==> src/rtl/evt_tmr_pkg.sv <==
package evt_tmr_pkg;

  typedef enum logic [1:0] {
    SRC_OFF   = 2'd0,
    SRC_TIMER = 2'd1,
    SRC_EVENT = 2'd2
  } src_t;

  // Modulo-increment used by the prescaler: next value of a counter that wraps at lim.
  function automatic logic [31:0] wrap_inc(input logic [31:0] cur, input logic [31:0] lim);
    return (cur >= lim - 32'd1) ? 32'd0 : cur + 32'd1;
  endfunction

  // Terminal-step test: true when cur is the last step before wrapping.
  function automatic logic at_last(input logic [31:0] cur, input logic [31:0] lim);
    return cur == lim - 32'd1;
  endfunction

  // Command resolution: stop > start timer > start event; else hold.
  function automatic src_t next_src(input src_t cur, input logic stop, input logic st_tmr,
                                    input logic st_evt);
    if (stop)        return SRC_OFF;
    else if (st_tmr) return SRC_TIMER;
    else if (st_evt) return SRC_EVENT;
    else             return cur;
  endfunction

endpackage

==> src/rtl/evt_tmr_ctl.sv <==
module evt_tmr_ctl
  import evt_tmr_pkg::*;
(
  input  logic clk_i,
  input  logic rst_ni,
  input  logic start_tmr_i,
  input  logic start_evt_i,
  input  logic stop_i,
  output src_t src_o,
  output logic any_cmd_o,
  output logic presc_clr_o
);

  src_t src_q;

  always_ff @(posedge clk_i) begin
    if (!rst_ni) src_q <= SRC_OFF;
    else         src_q <= next_src(src_q, stop_i, start_tmr_i, start_evt_i);
  end

  assign src_o       = src_q;
  assign any_cmd_o   = start_tmr_i | start_evt_i | stop_i;
  assign presc_clr_o = start_tmr_i & ~stop_i;

endmodule

==> src/rtl/evt_tmr_presc.sv <==
module evt_tmr_presc
  import evt_tmr_pkg::*;
#(
  parameter int unsigned DIV = 32
) (
  input  logic clk_i,
  input  logic rst_ni,
  input  logic clr_i,
  input  logic en_i,
  output logic tick_o
);

  localparam int unsigned PW = (DIV > 1) ? $clog2(DIV) : 1;

  logic [PW-1:0] step_q;
  logic [31:0]   step_ext;

  assign step_ext = 32'(step_q);
  assign tick_o   = en_i & at_last(step_ext, DIV);

  always_ff @(posedge clk_i) begin
    if (!rst_ni || clr_i) step_q <= '0;
    else if (en_i)        step_q <= PW'(wrap_inc(step_ext, DIV));
  end

endmodule

==> src/rtl/evt_tmr_edge.sv <==
module evt_tmr_edge (
  input  logic clk_i,
  input  logic rst_ni,
  input  logic clr_i,
  input  logic en_i,
  input  logic pin_i,
  output logic tick_o,
  output logic seen_hi_o
);

  logic seen_hi_q;

  assign tick_o    = en_i & ~pin_i & seen_hi_q;
  assign seen_hi_o = seen_hi_q;

  always_ff @(posedge clk_i) begin
    if (!rst_ni || clr_i) seen_hi_q <= 1'b0;
    else if (en_i)        seen_hi_q <= pin_i;
  end

endmodule

==> src/rtl/evt_tmr_cnt.sv <==
module evt_tmr_cnt #(
  parameter int unsigned W = 8
) (
  input  logic         clk_i,
  input  logic         rst_ni,
  input  logic         inc_i,
  input  logic         load_en_i,
  input  logic [W-1:0] load_val_i,
  input  logic         flag_rd_i,
  output logic [W-1:0] count_o,
  output logic         ovf_set_o,
  output logic         ovf_pulse_o,
  output logic         ovf_flag_o
);

  localparam logic [W-1:0] CMAX = '1;

  logic [W-1:0] cnt_q;
  logic         pulse_q, flag_q;

  assign ovf_set_o = inc_i & (cnt_q == CMAX);

  always_ff @(posedge clk_i) begin
    if (!rst_ni) begin
      cnt_q   <= '0;
      pulse_q <= 1'b0;
      flag_q  <= 1'b0;
    end else begin
      if (load_en_i)  cnt_q <= load_val_i;
      else if (inc_i) cnt_q <= cnt_q + 1'b1;
      pulse_q <= ovf_set_o;
      flag_q  <= ovf_set_o | (flag_q & ~flag_rd_i);
    end
  end

  assign count_o     = cnt_q;
  assign ovf_pulse_o = pulse_q;
  assign ovf_flag_o  = flag_q;

endmodule

==> src/rtl/evt_tmr_unit.sv <==
module evt_tmr_unit
  import evt_tmr_pkg::*;
#(
  parameter int unsigned CNT_W     = 8,
  parameter int unsigned PRESC_DIV = 32
) (
  input  logic             clk_i,
  input  logic             rst_ni,
  input  logic             cyc_stb_i,
  input  logic             pin_i,
  input  logic             start_tmr_i,
  input  logic             start_evt_i,
  input  logic             stop_i,
  input  logic             load_i,
  input  logic [CNT_W-1:0] load_val_i,
  input  logic             flag_rd_i,
  output logic [CNT_W-1:0] count_o,
  output logic             ovf_pulse_o,
  output logic             ovf_flag_o,
  output logic             pin_lvl_o
);

  src_t src_w;
  logic any_cmd_w, presc_clr_w;
  logic tmr_en_w, evt_en_w;
  logic tick_tmr_w, tick_evt_w, inc_w;
  logic load_en_w, ovf_set_w, seen_hi_w, mode_off_w;

  evt_tmr_ctl ctl_i (
    .clk_i(clk_i), .rst_ni(rst_ni),
    .start_tmr_i(start_tmr_i), .start_evt_i(start_evt_i), .stop_i(stop_i),
    .src_o(src_w), .any_cmd_o(any_cmd_w), .presc_clr_o(presc_clr_w)
  );

  // Counting is suspended in any cycle that carries a command.
  assign tmr_en_w   = cyc_stb_i & (src_w == SRC_TIMER) & ~any_cmd_w;
  assign evt_en_w   = cyc_stb_i & (src_w == SRC_EVENT) & ~any_cmd_w;
  assign mode_off_w = (src_w == SRC_OFF);
  assign load_en_w  = load_i & mode_off_w & ~any_cmd_w;

  evt_tmr_presc #(.DIV(PRESC_DIV)) presc_i (
    .clk_i(clk_i), .rst_ni(rst_ni), .clr_i(presc_clr_w),
    .en_i(tmr_en_w), .tick_o(tick_tmr_w)
  );

  evt_tmr_edge edge_i (
    .clk_i(clk_i), .rst_ni(rst_ni), .clr_i(any_cmd_w),
    .en_i(evt_en_w), .pin_i(pin_i), .tick_o(tick_evt_w), .seen_hi_o(seen_hi_w)
  );

  assign inc_w = tick_tmr_w | tick_evt_w;

  evt_tmr_cnt #(.W(CNT_W)) cnt_i (
    .clk_i(clk_i), .rst_ni(rst_ni), .inc_i(inc_w),
    .load_en_i(load_en_w), .load_val_i(load_val_i), .flag_rd_i(flag_rd_i),
    .count_o(count_o), .ovf_set_o(ovf_set_w),
    .ovf_pulse_o(ovf_pulse_o), .ovf_flag_o(ovf_flag_o)
  );

  assign pin_lvl_o = pin_i;

endmodule

==> config.mk <==
export PLATFORM = sky130hd
export DESIGN_NAME = evt_tmr_unit
export DESIGN_NICKNAME = d
export VERILOG_FILES = /design/src/rtl/evt_tmr_pkg.sv /design/src/rtl/evt_tmr_ctl.sv /design/src/rtl/evt_tmr_presc.sv /design/src/rtl/evt_tmr_edge.sv /design/src/rtl/evt_tmr_cnt.sv /design/src/rtl/evt_tmr_unit.sv
export SDC_FILE = /design/constraint.sdc
export NUM_CORES = 1
export LEC_CHECK = 0
export BUFFER_PORTS_ARGS = -buffer_cell sky130_fd_sc_hd__buf_2
export CORE_MARGIN = 3
export CORE_UTILIZATION = 40
export DETAILED_ROUTE_END_ITERATION = 10
export GPL_ROUTABILITY_DRIVEN = 0
export GPL_TIMING_DRIVEN = 0
export PLACE_DENSITY = 0.6
export SYNTH_ARGS = -nofsm -noshare
export SYNTH_HDL_FRONTEND = slang
export SYNTH_SLANG_ARGS = --single-unit
==> constraint.sdc <==
create_clock -name clk_i -period 2.07 [get_ports clk_i]
set_input_delay 0.1035 -clock clk_i [delete_from_list [all_inputs] [get_ports clk_i]]
set_output_delay 0.1035 -clock clk_i [all_outputs]
set_load 0.05 [all_outputs]
==> results of run 1 <==
## layout by cell type, fill, tap and decap left out, types with 2 or more instances in the layout
master    Yosys  routed
and3_1        3       3
clkbuf_4      0       3
buf_2         0      27
clkbuf_1      2       2
dfxtp_1      18      18
mux2i_1       3       3
nand2_1       9       9
o21ai_0      11      11
nand3_1       8       8
a31oi_1       3       3
ha_1          3       3
a21oi_1      15      15
xnor2_1       6       6
nor2_1        9       9
inv_1         5       5
## registers in the layout, indices dropped and copies added, names as in the netlist
name	count
cnt_i.count_o	8
cnt_i.ovf_flag_o	1
ctl_i.src_o	2
cnt_i.ovf_pulse_o	1
edge_i.seen_hi_o	1
presc_i.step_q	5
## logic make-up after synthesis
logic type	after synthesis	synth area share (%)
AOI/OAI and AO/OA	31	17.7
xor gates and xnor gates	6	5.56
muxes	3	3.18
adders and majority gates	3	3.97
buffers and inverters	8	3.58
and+or+nand+nor	43	27.8
DFF	18	38.1
## power groups by stage
stage	combinational, mW	sequential (mW)	clock (mW)
floorplan	0.0321	0.383	0
global placement	0.0774	0.367	0
detailed placement	0.0785	0.368	0
CTS	0.0787	0.360	0.181
global route	0.0859	0.361	0.193
finish	0.0777	0.359	0.171
## layout make-up
cell class | instances | area, sq um | share of cell area, %
multi-input combinational | 86 | 551 | 48.5
sequential | 18 | 360 | 31.7
timing repair buffer | 27 | 135 | 11.9
tap | 27 | 33.8 | 2.97
clock buffer | 3 | 22.5 | 1.98
inverter | 5 | 18.8 | 1.65
buffer | 3 | 15.0 | 1.32
## worst register-to-register path, cell delays in order (launching register included)
cell	delay, ns
dfxtp_1	0.39
ha_1	0.18
and3_1	0.16
ha_1	0.28
nand4_4	0.18
and2_1	0.19
or3_1	0.30
a31oi_1	0.15
## path summary, 6_finish.rpt
check,from,endpoint,slack (ns),depth (start not counted)
max,presc_i.step_q[0],cnt_i.count_o[2],0.20,7
min,stop_i,ctl_i.src_o[0],0.05,2
max reg2reg,presc_i.step_q[0],cnt_i.count_o[2],0.20,7
min reg2reg,presc_i.step_q[1],presc_i.step_q[1],0.48,2
## routing by layer
layer	routed length (um)	up-vias
met1	1060	400
met4	18	0
met5	0	-
li1	-	461
met2	953	19
met3	89	2
==> results.py, run 1 <==
metrics = {
    "timing": {
        "setup_violations": 0,
        "clock_skew_ns": 0.00632,
        "hold_violations": 0,
        "drv_slew": 0,
        "hold_slack_ns": 0.0526,
        "worst_slew_pin_slew_ns": 0.557,
        "max_freq_mhz": 534,
        "period_minus_slack_ns": 1.87,
        "period_share_pct": 90.5,
        "fin_ws_ns": 0.196,
        "tns_ns": 0,
        "rsz0062_at_grt": "no",
        "slew_headroom_pct": 62.5,
    },
    "global_routing": {
        "grt_pass1_wl_um": 3620,
        "gr-usage-met2_pct": 24.8,
        "grt_pass1_vias": 816,
        "grt_use_met3_pct": 2.72,
        "grt-ovfl-total": 0,
        "gr-usage-all-layers_pct": 16.8,
        "grt_max_degree": 11,
        "antenna_found_initial": 0,
        "grtUsageMet1_pct": 24.2,
        "grt_busiest_layer": "met2",
    },
    "cts": {
        "cts_tree": "yes",
        "cts_buffers": 3,
        "postCtsSetupRepairBufs": 0,
        "clk_pin_slew_ns": 0.10,
        "clock_latency_ns": 0.28,
        "cts-htree-levels": 1,
        "root_buffer": "clkbuf_4",
        "cts-resized-gates": 0,
        "holdBufCountCts": 0,
        "clock-sinks": 18,
        "clockBufferDepth": 2,
    },
    "logic_synthesis": {
        "synth_nets": 132,
        "synthTopCellsByCount": "dfxtp_1 (18), a21oi_1 (15), o21ai_0 (11)",
        "synth_top_cell_area_share_pct": 38.1,
        "yosysTopAreaCell": "dfxtp_1",
        "netlist_top_cells_area": "dfxtp_1 (38%), a21oi_1 (7.9%), o21ai_0 (5.8%), xnor2_1 (5.6%), nand3_1 (4.2%)",
        "ys.flop_type": "dfxtp_1",
        "synthArstFlopShare_pct": 0,
        "syn_inst": 112,
        "post_synth_num_cell_types": 30,
        "ys_ff_latch": 18,
        "netlist_area_sq_um": 945,
        "yosys_warnings": 0,
        "synth_most_common_cell": "dfxtp_1",
        "synth-seq-area-share_pct": 38.1,
        "avgSynthCellArea_sq_um": 8.43,
        "synth_edf_count": 0,
    },
    "cells_and_area": {
        "utilization_pct": 54.0,
        "nets": 164,
        "fillers": 229,
        "diodes": 0,
        "postLayoutCellArea_sq_um": 1140,
        "stdcell_count": 169,
        "area_growth_pct": 20.3,
        "drive_gt1_share_pct": 24.6,
    },
    "critical_path": {
        "endpoint_kind": "register",
        "crit_type": "reg2reg",
        "cp.buffers_inverters": 0,
        "cpMostUsedCell": "ha_1",
        "critPathSlowestCell": "dfxtp_1",
        "cp.arrival_ns": 2.10,
        "cp.required_ns": 2.29,
        "crit_family": "simple AND/OR/NAND/NOR gates",
        "crit_fanout": 7,
        "slowest_delay_ns": 0.39,
        "crit_chain": "ha_1 > and3_1 > ha_1 > nand4_4 > and2_1 > or3_1 > a31oi_1",
        "cp-start-kind": "register",
    },
    "route": {
        "num_vias": 882,
        "routed_via_density": 5.22,
        "drc": 0,
        "drt_iter0_markers": 19,
        "routed_wl_um": 2120,
        "firstDrtPassIters": 4,
        "routedWlPerCell_um": 12.6,
        "ant_nets": 0,
    },
    "floorplanning": {
        "die_h_um": 54.6,
        "die_w_um": 54.6,
        "num_io_pins": 28,
        "rows": 16,
        "fp.dieArea_sq_um": 2980,
        "core-area_sq_um": 2100,
        "initial_core_util_pct": 44.9,
    },
    "power": {
        "pwr-share-seq_pct": 59.1,
        "power.total_mw": 0.608,
        "cell_internal_pwr_mw": 0.448,
        "ir_drop_uv": 447,
        "clkPwrFrac_pct": 28.1,
        "comb_power_share_pct": 12.8,
        "power_density_nw_per_um2": 535,
        "p_switching_mw": 0.160,
        "swShare_pct": 26.3,
        "p_leak_nw": 0.502,
    },
    "place": {
        "portBuffers": 27,
        "place_area_sq_um": 1110,
        "dp_hpwl_um": 1650,
        "dpl_worst_slack_ns": 0.208,
        "placed_cells": 166,
    },
    "run": {
        "maxCapViolCount": 0,
    },
    "min_path": {
        "hp-class": "in2reg",
    },
    "status": {
        "status": "complete, no violations",
    },
}
Power figures use the tool's default switching activity.
==> run 2: changes to the inputs <==
GPL_TIMING_DRIVEN = unset   (was 0)
clock period = 2.02 ns   (was 2.07 ns; I/O delays follow)
==> results.py, run 2 (synthesis gave the netlist of run 1 again) <==
metrics = {
    "cts": {
        "cts-resized-gates": 0,
        "clock-sinks": 18,
        "clk_pin_slew_ns": 0.11,
        "cts-htree-levels": 1,
        "clock_latency_ns": 0.29,
        "holdBufCountCts": 0,
        "cts_tree": "yes",
        "clockBufferDepth": 2,
        "postCtsSetupRepairBufs": 0,
        "cts_buffers": 3,
        "root_buffer": "clkbuf_4",
    },
    "critical_path": {
        "cpMostUsedCell": "ha_1",
        "cp-start-kind": "register",
        "cp.arrival_ns": 2.07,
        "cp.required_ns": 2.24,
        "slowest_delay_ns": 0.38,
        "cp.buffers_inverters": 0,
        "crit_chain": "ha_1 > and3_1 > ha_1 > nand4_4 > and2_1 > or3_1 > a31oi_1",
        "crit_type": "reg2reg",
        "crit_family": "simple AND/OR/NAND/NOR gates",
        "endpoint_kind": "register",
        "critPathSlowestCell": "dfxtp_1",
        "crit_fanout": 7,
    },
    "power": {
        "power.total_mw": 0.624,
        "power_density_nw_per_um2": 556,
        "p_leak_nw": 0.494,
        "ir_drop_uv": 339,
    },
    "route": {
        "drc": 0,
        "drt_iter0_markers": 20,
        "routed_wl_um": 1980,
        "num_vias": 844,
        "firstDrtPassIters": 4,
        "ant_nets": 0,
        "routed_via_density": 5.08,
        "routedWlPerCell_um": 11.9,
    },
    "timing": {
        "setup_violations": 0,
        "rsz0062_at_grt": "no",
        "max_freq_mhz": 540,
        "hold_violations": 0,
        "clock_skew_ns": 0.00824,
        "period_minus_slack_ns": 1.85,
        "worst_slew_pin_slew_ns": 0.583,
        "slew_headroom_pct": 60.7,
        "drv_slew": 0,
        "hold_slack_ns": 0.0392,
        "tns_ns": 0,
        "period_share_pct": 91.7,
    },
    "floorplanning": {
        "fp.dieArea_sq_um": 2980,
        "die_h_um": 54.6,
        "initial_core_util_pct": 44.9,
        "rows": 16,
        "die_w_um": 54.6,
        "num_io_pins": 28,
        "core-area_sq_um": 2100,
    },
    "global_routing": {
        "grt-ovfl-total": 0,
        "gr-usage-met2_pct": 21.3,
        "gr-usage-all-layers_pct": 15.1,
        "grt_pass1_wl_um": 3270,
        "grt_max_degree": 17,
        "grtUsageMet1_pct": 21.7,
        "grt_use_met3_pct": 2.45,
        "grt_busiest_layer": "met1",
        "antenna_found_initial": 0,
        "grt_pass1_vias": 769,
    },
    "min_path": {
        "hp-class": "in2reg",
    },
    "cells_and_area": {
        "largest_register_ffs": 8,
        "utilization_pct": 53.3,
        "final_cell_mix": "buf_2 (27), dfxtp_1 (18), a21oi_1 (15)",
        "stdcell_count": 166,
        "drive_gt1_share_pct": 24.5,
        "fillers": 227,
        "nets": 161,
        "area_growth_pct": 18.7,
        "layout_commonest_cell": "buf_2",
        "diodes": 0,
    },
    "place": {
        "placed_cells": 163,
        "portBuffers": 27,
        "dp_hpwl_um": 1520,
    },
    "run": {
        "maxCapViolCount": 0,
    },
    "status": {
        "status": "complete, no violations",
    },
}
run 2: cell types whose count changed in the layout (fill, tap and decap cells not counted), sizes merged:
| cell | previous run | this run |
|---|---|---|
| clkbuf | 5 | 3 |
| buf | 28 | 27 |
run 2: stage by stage:
| step | cell area, sq um | setup slack [ns] |
|---|---|---|
| floorplan | 945 | 0.323 |
| global placement | 1100 | 0.261 |
| detailed placement | 1100 | 0.202 |
| CTS | 1120 | 0.163 |
| global route | 1120 | 0.0247 |
| finish | 1120 | 0.167 |
run 2: path summary, 6_finish.rpt:
check	from	to	slack, ns	depth (start not counted)
hold reg to reg	cnt_i.ovf_flag_o	cnt_i.ovf_flag_o	0.48	2
hold / removal	stop_i	ctl_i.src_o[0]	0.04	2
setup / recovery	presc_i.step_q[0]	cnt_i.count_o[2]	0.17	7
setup reg to reg	presc_i.step_q[0]	cnt_i.count_o[2]	0.17	7
run 2: report_power, final:
part | switching, mW | internal [mW] | total [mW]
Clock | 0.109 | 0.0693 | 0.178
Combinational | 0.0502 | 0.0273 | 0.0775
Sequential | 0.00706 | 0.361 | 0.368
Total | 0.166 | 0.458 | 0.624
run 2: cell type report:
| type | instances | area [sq um] | share of cell area, % |
|---|---|---|---|
| Timing Repair Buffer | 27 | 135 | 12.1 |
| Inverter | 5 | 18.8 | 1.67 |
| Multi-Input combinational cell | 86 | 551 | 49.1 |
| Sequential cell | 18 | 360 | 32.1 |
| Clock buffer | 3 | 22.5 | 2.01 |
| Tap cell | 27 | 33.8 | 3.01 |
run 2: layer usage:
metal | wire, um | part of all wire, %
met1 | 1020 | 51
met3 | 95 | 4.8
met2 | 851 | 43
met5 | 0 | 0
met4 | 13 | 0.66
run 2: worst reg2reg max path, cell delays in order (launching register included):
cell	delay, ns
dfxtp_1	0.38
ha_1	0.18
and3_1	0.16
ha_1	0.27
nand4_4	0.16
and2_1	0.18
or3_1	0.29
a31oi_1	0.15
